File: src/rtl/fpr_pkg.sv
package fpr_pkg;
  localparam int CTL_W     = 32;
  localparam int B_SWAP    = 21;
  localparam int B_PAIR    = 20;
  localparam int B_DBL     = 19;
  localparam int B_DAZ     = 18;
  localparam int CAUSE_LSB = 12;
  localparam int CAUSE_W   = 6;
  localparam int EN_LSB    = 7;
  localparam int EN_W      = 5;
  localparam int FLG_LSB   = 2;
  localparam int FLG_W     = 5;
  localparam int RND_LSB   = 0;
  localparam int RND_W     = 2;
  localparam logic [CTL_W-1:0] CTL_RST   = 32'h0004_0001;
  localparam logic [CTL_W-1:0] CTL_WMASK = 32'h003F_FFFF;
endpackage

File: src/rtl/fpr_ctrl.sv
module fpr_ctrl
  import fpr_pkg::*;
(
  input  logic             clk,
  input  logic             rst_n,
  input  logic             wr_en,
  input  logic [CTL_W-1:0] wr_data,
  input  logic [FLG_W-1:0] set_flags,
  output logic [CTL_W-1:0] ctl_q
);
  always_ff @(posedge clk) begin
    if (!rst_n) begin
      ctl_q <= CTL_RST;
    end else if (wr_en) begin
      ctl_q <= wr_data & CTL_WMASK;
    end else begin
      ctl_q[FLG_LSB +: FLG_W] <= ctl_q[FLG_LSB +: FLG_W] | set_flags;
    end
  end
endmodule

File: src/rtl/fpr_bank.sv
module fpr_bank #(
  parameter int NREG = 16,
  parameter int W    = 32,
  parameter int NRD  = 2,
  localparam int NPAIR = NREG / 2,
  localparam int PW    = (NPAIR > 1) ? $clog2(NPAIR) : 1
) (
  input  logic                    clk,
  input  logic                    rst_n,
  input  logic                    we_even,
  input  logic                    we_odd,
  input  logic [PW-1:0]           wpair,
  input  logic [W-1:0]            wd_even,
  input  logic [W-1:0]            wd_odd,
  input  logic [NRD-1:0][PW-1:0]  rpair,
  output logic [NRD-1:0][W-1:0]   r_even,
  output logic [NRD-1:0][W-1:0]   r_odd
);
  logic [W-1:0] mem_e [NPAIR];
  logic [W-1:0] mem_o [NPAIR];

  for (genvar p = 0; p < NPAIR; p++) begin : g_pair
    logic hit;
    assign hit = (wpair == PW'(p));
    always_ff @(posedge clk) begin
      if (!rst_n) begin
        mem_e[p] <= '0;
        mem_o[p] <= '0;
      end else begin
        if (we_even && hit) mem_e[p] <= wd_even;
        if (we_odd && hit)  mem_o[p] <= wd_odd;
      end
    end
  end

  for (genvar r = 0; r < NRD; r++) begin : g_rd
    assign r_even[r] = mem_e[rpair[r]];
    assign r_odd[r]  = mem_o[rpair[r]];
  end
endmodule

File: src/rtl/fp_bank_regfile.sv
module fp_bank_regfile
  import fpr_pkg::*;
#(
  parameter int NREG = 16,
  parameter int W    = 32,
  localparam int IDXW = $clog2(NREG),
  localparam int PW   = (IDXW > 1) ? IDXW - 1 : 1,
  localparam int NRD  = 2,
  localparam int NBANK = 2
) (
  input  logic              clk,
  input  logic              rst_n,
  input  logic              rd0_back,
  input  logic [IDXW-1:0]   rd0_idx,
  output logic [2*W-1:0]    rd0_data,
  input  logic              rd1_back,
  input  logic [IDXW-1:0]   rd1_idx,
  output logic [2*W-1:0]    rd1_data,
  input  logic              wr_valid,
  input  logic              wr_back,
  input  logic [IDXW-1:0]   wr_idx,
  input  logic [2*W-1:0]    wr_data,
  output logic              addr_error,
  input  logic              ctl_wr_en,
  input  logic [CTL_W-1:0]  ctl_wr_data,
  input  logic [FLG_W-1:0]  set_flags,
  output logic [CTL_W-1:0]  ctl_rd_data,
  output logic              bank_swap,
  output logic              pair_mode,
  output logic              prec_dbl,
  output logic              denorm_zero,
  output logic [RND_W-1:0]  round_mode,
  output logic              illegal_mode
);
  logic [CTL_W-1:0] ctl_q;

  fpr_ctrl u_ctrl (
    .clk       (clk),
    .rst_n     (rst_n),
    .wr_en     (ctl_wr_en),
    .wr_data   (ctl_wr_data),
    .set_flags (set_flags),
    .ctl_q     (ctl_q)
  );

  assign ctl_rd_data  = ctl_q;
  assign bank_swap    = ctl_q[B_SWAP];
  assign pair_mode    = ctl_q[B_PAIR];
  assign prec_dbl     = ctl_q[B_DBL];
  assign denorm_zero  = ctl_q[B_DAZ];
  assign round_mode   = ctl_q[RND_LSB +: RND_W];
  assign illegal_mode = ctl_q[B_PAIR] & ctl_q[B_DBL];

  // write decode, using the mapping held before any same-cycle mode write
  logic wr_ok, wbank, we_e, we_o;
  logic [W-1:0] wd_e, wd_o;
  assign addr_error = wr_valid & pair_mode & wr_idx[0];
  assign wr_ok      = wr_valid & ~addr_error;
  assign wbank      = wr_back ^ bank_swap;
  assign we_e       = wr_ok & (pair_mode | ~wr_idx[0]);
  assign we_o       = wr_ok & (pair_mode |  wr_idx[0]);
  assign wd_e       = pair_mode ? wr_data[2*W-1:W] : wr_data[W-1:0];
  assign wd_o       = wr_data[W-1:0];

  logic [NRD-1:0]           rbank;
  logic [NRD-1:0][IDXW-1:0] ridx;
  logic [NRD-1:0][PW-1:0]   rpair;
  logic [NRD-1:0][2*W-1:0]  rdata;
  logic [NRD-1:0][W-1:0]    re [NBANK];
  logic [NRD-1:0][W-1:0]    ro [NBANK];

  assign ridx[0]  = rd0_idx;
  assign ridx[1]  = rd1_idx;
  assign rbank[0] = rd0_back ^ bank_swap;
  assign rbank[1] = rd1_back ^ bank_swap;
  assign rd0_data = rdata[0];
  assign rd1_data = rdata[1];

  for (genvar b = 0; b < NBANK; b++) begin : g_bank
    fpr_bank #(.NREG(NREG), .W(W), .NRD(NRD)) u_bank (
      .clk     (clk),
      .rst_n   (rst_n),
      .we_even (we_e && (wbank == 1'(b))),
      .we_odd  (we_o && (wbank == 1'(b))),
      .wpair   (wr_idx[IDXW-1:1]),
      .wd_even (wd_e),
      .wd_odd  (wd_o),
      .rpair   (rpair),
      .r_even  (re[b]),
      .r_odd   (ro[b])
    );
  end

  for (genvar r = 0; r < NRD; r++) begin : g_rport
    logic [W-1:0] ev, od;
    assign rpair[r] = ridx[r][IDXW-1:1];
    assign ev = re[rbank[r]][r];
    assign od = ro[rbank[r]][r];
    assign rdata[r] = pair_mode ? {ev, od}
                                : {{W{1'b0}}, (ridx[r][0] ? od : ev)};
  end
endmodule

File: config.mk
export PLATFORM = sky130hd
export DESIGN_NAME = fp_bank_regfile
export DESIGN_NICKNAME = d
export VERILOG_FILES = /design/src/rtl/fpr_pkg.sv /design/src/rtl/fpr_ctrl.sv /design/src/rtl/fpr_bank.sv /design/src/rtl/fp_bank_regfile.sv
export SDC_FILE = /design/constraint.sdc
export NUM_CORES = 2
export LEC_CHECK = 0
export BUFFER_PORTS_ARGS = -buffer_cell sky130_fd_sc_hd__buf_4
export CAP_MARGIN = 10
export CORE_ASPECT_RATIO = 0.5
export CORE_MARGIN = 2
export CORE_UTILIZATION = 35
export DETAILED_ROUTE_END_ITERATION = 8
export GPL_TIMING_DRIVEN = 0
export HOLD_SLACK_MARGIN = 0.06
export SLEW_MARGIN = 20
export SYNTH_ARGS = -nofsm -noshare
export SYNTH_HDL_FRONTEND = slang
export SYNTH_HIERARCHICAL = 1
export SYNTH_SLANG_ARGS = --single-unit
File: constraint.sdc
create_clock -name clk -period 3.7 [get_ports clk]
set_input_delay 0.185 -clock clk [delete_from_list [all_inputs] [get_ports clk]]
set_output_delay 0.185 -clock clk [all_outputs]
set_load 0.02 [all_outputs]
## Word level (Yosys, flattened, before mapping)

Memory sizes are Yosys's and may differ from the RTL's.
Index checks and enable logic that the tools add are counted.

- Output and inout bits: 168
- Bits in latches: 0
- Input bits: 120
- Bits in read-only memories: 0
- Register bits: 22
- Memories kept: 4
- Bits in writable memories: 1024

- Bitwise logic cells: 49
- Reduce and logical (&&, ||, !) cells: 37
- Div/mod/pow operators: 0
- $mul: 0
- Eq/ne operators: 7
- Order comparisons: 2
- Add/subtract/negate cells: 0
- Multiplexer cells: 147
- Shift-type cells: 0

Memory list:

| name | depth | bits a word | read ports | clocked after Yosys merged registers in | wr ports | RTL line | source |
|---|---|---|---|---|---|---|---|
| g_bank[0].u_bank.mem_e | 8 | 32 | 2 | 0 | 8 | fpr_bank.sv:19 | `logic [W-1:0] mem_e [NPAIR];` |
| g_bank[0].u_bank.mem_o | 8 | 32 | 2 | 0 | 8 | fpr_bank.sv:20 | `logic [W-1:0] mem_o [NPAIR];` |
| g_bank[1].u_bank.mem_e | 8 | 32 | 2 | 0 | 8 | fpr_bank.sv:19 |  |
| g_bank[1].u_bank.mem_o | 8 | 32 | 2 | 0 | 8 | fpr_bank.sv:20 |  |

Operators by type and width:

| operator | number |
|---|---|
| 32-bit two-way mux | 41 |
| 64-bit two-way mux | 8 |
| 1-bit two-way mux | 97 |
| 1-bit logical AND | 36 |
| 1-bit bitwise OR | 34 |
| 3-bit == test, second input constant | 4 |
| 1-bit AND | 6 |
| 3-bit by 2-bit == test with 1-bit output, second input constant | 2 |
| 5-bit two-way mux | 1 |
| 5-bit bitwise OR | 1 |
| 2-bit >= comparator, second input constant | 2 |
| 1-bit NOT with 2-bit output | 2 |
| 3-bit by 1-bit == test with 1-bit output, second input constant | 1 |
| 3-bit logical NOT | 1 |
| 1-bit NOT | 3 |
| 1-bit bitwise XOR | 3 |

## Logic depth before layout (Yosys ltp)

- Depth after elaboration: 11
- Mapped depth: 9
- Gate-level depth less buffers: 5

## By module

Netlist, hierarchy kept.

By module, submodules not included:

| module | area an instance (sq um) | cells an instance | times used | sequential area each (sq um) |
|---|---|---|---|---|
| fpr_bank | 26429.1 | 1687 | 2 | 15374.7 |
| fp_bank_regfile | 3255.6 | 347 | 1 | 0.0 |
| fpr_ctrl | 922.1 | 82 | 1 | 440.4 |

## Least setup slack after synthesis

Ideal clock, no wire load.

- Path kind: reg2reg
- From: register u_ctrl.ctl_q[20]
- To: memory g_bank[0].u_bank.mem_o[1][0], enable pin
- Stages on the path, launching flop included: 8
- Arrival time: 3.733 ns
- Required time: 3.234 ns
- Setup slack: -0.498 ns
- Path buffers: 2
- Cell sequence: dfxtp_1 -> buf_2 -> buf_2 -> xor2_1 -> nand2_1 -> nor2_1 -> nand2b_1 -> o21ai_0

RTL lines:

| what | RTL line | source |
|---|---|---|
| from (decl) | fpr_ctrl.sv:9 | `output logic [CTL_W-1:0] ctl_q` |
| from (signal assigned) | fpr_ctrl.sv:15 | `ctl_q <= wr_data & CTL_WMASK;` |
| from (signal, indexed assignment) | fpr_ctrl.sv:17 | `ctl_q[FLG_LSB +: FLG_W] <= ctl_q[FLG_LSB +: FLG_W] \| set_flags;` |
| to (decl) | fpr_bank.sv:20 |  |

## Worst setup path in the final report

- From: register u_ctrl.ctl_q[21]
- To: output port rd1_data[52]

- Word-level cells in the longest chain between the ends: 6

RTL lines:

| what | RTL line | source |
|---|---|---|
| 1-bit bitwise XOR | fp_bank_regfile.sv:75 | `assign rbank[1] = rd1_back ^ bank_swap;` |
| 1-bit NOT with 2-bit output (not written as such) | fp_bank_regfile.sv:97 | `assign ev = re[rbank[r]][r];` |
| 64-bit two-way mux (not written as such) (3 in a row) | fp_bank_regfile.sv:97 |  |
| 64-bit two-way mux | fp_bank_regfile.sv:99 | `assign rdata[r] = pair_mode ? {ev, od}` |
| to (decl) | fp_bank_regfile.sv:18 | `output logic [2*W-1:0] rd1_data,` |

Every way passes these cells. The select of a mux whose other input is x is not followed.

==> impl_metrics.csv <==
group,metric,value,unit
logic_synthesis,synth.top_cell.area_share,0.5391,
logic_synthesis,synthesis.area,57040,um2
timing,drv_slew,0,
logic_synthesis,ys_top_cells_by_count,"edfxtp_1, nor3_1, mux4_2",
detailed_routing,dr.pass1.iters,5,
grt,antenna_found_initial,27,
logic_synthesis,netlist_top_cells_area,"edfxtp_1, mux4_2, nor3_1, mux2_2, clkbuf_1",
grt,grt_usage,0.2670,
logic_synthesis,syn_avg_cell_area,15.00,um2
final_layout,syn_to_final_growth,19.06,%
grt,grt_max_degree,21,
clocking,cts_tree,"built",
logic_synthesis,yosysSeqAreaShare,0.5468,
timing,layout_setup_ws,-0.03627,ns
floorplanning,rows,104,
floorplanning,chipHeight,289.4,um
clocking,clock-root-buffer,"clkbuf_16",
placement,postPlaceCellArea,63670,um2
clocking,insertion_delay,0.72,ns
final_layout,num-fill-cells,14610,
job,maxCapViolations,0,
final_layout,fin_area,67910,um2
timing,final.min_clock_period,3.736,ns
clocking,cts_buffer_depth,3,
pwr,leakage,22.46,nW
floorplanning,die_w,574.9,um
critical_path,cp.arrival,3.55,ns
critical_path,path_class,"flip-flop to primary output",
floorplanning,ios,288,
logic_synthesis,yosysWarnings,6,
detailed_routing,ant_nets,0,
final_layout,drive_gt1_frac,0.3280,
critical_path,slowest_stage,"a21boi_0",
placement,routabilityCongestion,0.9476,
clocking,cts_made_buffers,106,
detailed_routing,via_count,41310,
status,violations,"negative setup slack",
critical_path,cp-start-kind,"flip-flop",
logic_synthesis,yosysTopAreaCell,"edfxtp_1",
timing,rsz0062_at_grt,"no",
placement,place.detailed.hpwl,172200,um
grt,grt_pass1_vias,41230,
detailed_routing,post_drt_wl_per_cell,34.28,um
detailed_routing,drc_errors,0,
placement,portBuffers,260,
logic_synthesis,synth_ff_type,"edfxtp_1",
clocking,cts_sinks,1046,
logic_synthesis,synthCells,3803,
floorplanning,core_area,161400,um2
timing,finalHoldViolCount,0,
detailed_routing,drt_iter0_drc,5423,
critical_path,rr_worst_depth,9,
timing,max_freq,267.6,MHz
timing,skew,0.02304,ns
clocking,htreeDepth,3,
status,status,"complete, but fails checks",
timing,setup_viol,3,
logic_synthesis,synth-edff-count,1024,
logic_synthesis,ys_async_sr_fraction,0,
pwr,power_density,434.7,nW/um2
pwr,total_power,29.52,mW
critical_path,required,3.51,ns
hold_path,hold_class,"input port to flip-flop",
final_layout,final_core_util,0.4208,
timing,period_share,1.010,
critical_path,path_cells,"buf_6, xor2_2, clkbuf_1, nand2_1, a21boi_0, buf_4",
floorplanning,die_area,166400,um2
hold_path,holdPathStages,3,
critical_path,critPathMaxStageDelay,0.81,ns
clocking,clk_pin_slew,0.06,ns
pwr,irDropWorstVdd,0.3928,mV
logic_synthesis,ys_ff_latch,1046,
detailed_routing,viasPerCell,6.261,
floorplanning,start_util,0.3535,
detailed_routing,wl,226200,um
timing,maxSlewHeadroom,0.2242,
grt,grt_pass1_wl,312300,um
critical_path,crit_path_max_fanout,10,
logic_synthesis,yosysUniqueCellTypes,32,
timing,tightest_slew,1.164,ns
final_layout,fin_nets,4455,
timing,hold_ws,0.09678,ns
critical_path,endpoint_kind,"primary output",
grt,grt-ovfl-total,0,
[per-stage QoR]
step | std cells | setup WS [ns] | setup TNS, ns
CTS | 6586 | 0.01204 | 0
finish | 6598 | -0.03627 | -0.06628
floorplan | 3812 | -0.4982 | -252.84
global route | 6594 | 0.04361 | 0
global placement | 6245 | -4.057 | -2446.90
detailed placement | 6306 | -0.2235 | -14.44
[cell type report]
type                    instances  area (um2)  area share
inverters                     128       480.5    0.007075
diodes                          7       17.52   0.0002580
plain buffers                 431        2177     0.03206
clock inverters                57       475.5    0.007002
repair buffers                415        4459     0.06567
flip-flops and latches       1046       31190      0.4593
clock buffers                 134        2779     0.04092
well taps                    2173        2719     0.04004
multi-input cells            2207       23610      0.3477
[metal layers]
metal	vias to the layer above	GRT usage	wire length, um
met5	-	0.004712	213
li1	16390	-	-
met2	2845	0.4177	102900
met3	512	0.09964	32380
met1	21550	0.3294	78910
met4	16	0.1251	11760
[power breakdown]
group,switching [mW],internal (mW),leakage [nW]
sequential,0.217,13.4,10.9
combinational,3.34,2.05,9.99
clock,4.70,5.78,1.59
[cells in the final DEF, fill, tap and decap left out, drive strengths merged, types with 5 or more instances in the layout]
cell type	instances
mux2i	17
bufinv	7
nand2	137
clkbuf	399
edfxtp	1024
dlygate4sd3	89
dfxtp	22
o21ai	32
nor2b	15
nand2b	10
clkinv	171
inv	5
a21boi	64
mux2	288
diode	7
buf	492
conb	10
nor3	1024
mux4	576
o311a	5
nor2	6
[timing repair]
action / CTS / global route
hold buffers: 89 / 0
pin swaps: 0 / 2
endpoints found under the setup margin: 196 / 111
hold endpoints to repair: 420 / 0
buffers inserted: 0 / 4
gates resized for setup: 6 / 3
[logic make-up after synthesis]
group | count (synthesis) | share of synthesized area
xor gates and xnor gates | 7 | 0.001733
AOI/OAI and AO/OA | 101 | 0.01211
other | 1 | 0.00006575
and+or+nand+nor | 1208 | 0.1039
muxes | 881 | 0.2889
DFF | 1046 | 0.5468
buffers and inverters | 559 | 0.04646
[worst paths after layout]
path                                       from                                          end  slack [ns]
setup reg to reg  u_ctrl/ctl_q[20]$_SDFFE_PN0P_  g_bank[1].u_bank/mem_o[7][11]$_SDFFCE_PN0P_        0.10
setup / recovery  u_ctrl/ctl_q[21]$_SDFFE_PN0P_                                 rd1_data[52]       -0.04
hold reg to reg      u_ctrl/ctl_q[5]$_SDFF_PN0_                   u_ctrl/ctl_q[5]$_SDFF_PN0_        1.03
hold / removal                      wr_data[21]  g_bank[1].u_bank/mem_o[7][21]$_SDFFCE_PN0P_         0.1
[sequential cells by signal (all words and copies together) (netlist names)]
signal,count
g_bank.u_bank/mem_e,512
u_ctrl/ctl_q,22
g_bank.u_bank/mem_o,512
[critical path, delay by kind of cell (launching register included)]
family / cells / cell delay, ns
DFF: 1 / 0.42
AOI/OAI and AO/OA: 1 / 0.81
xor gates and xnor gates: 1 / 0.48
buffers and inverters: 3 / 1.01
and+or+nand+nor: 1 / 0.10
Power figures use the tool's default switching activity.
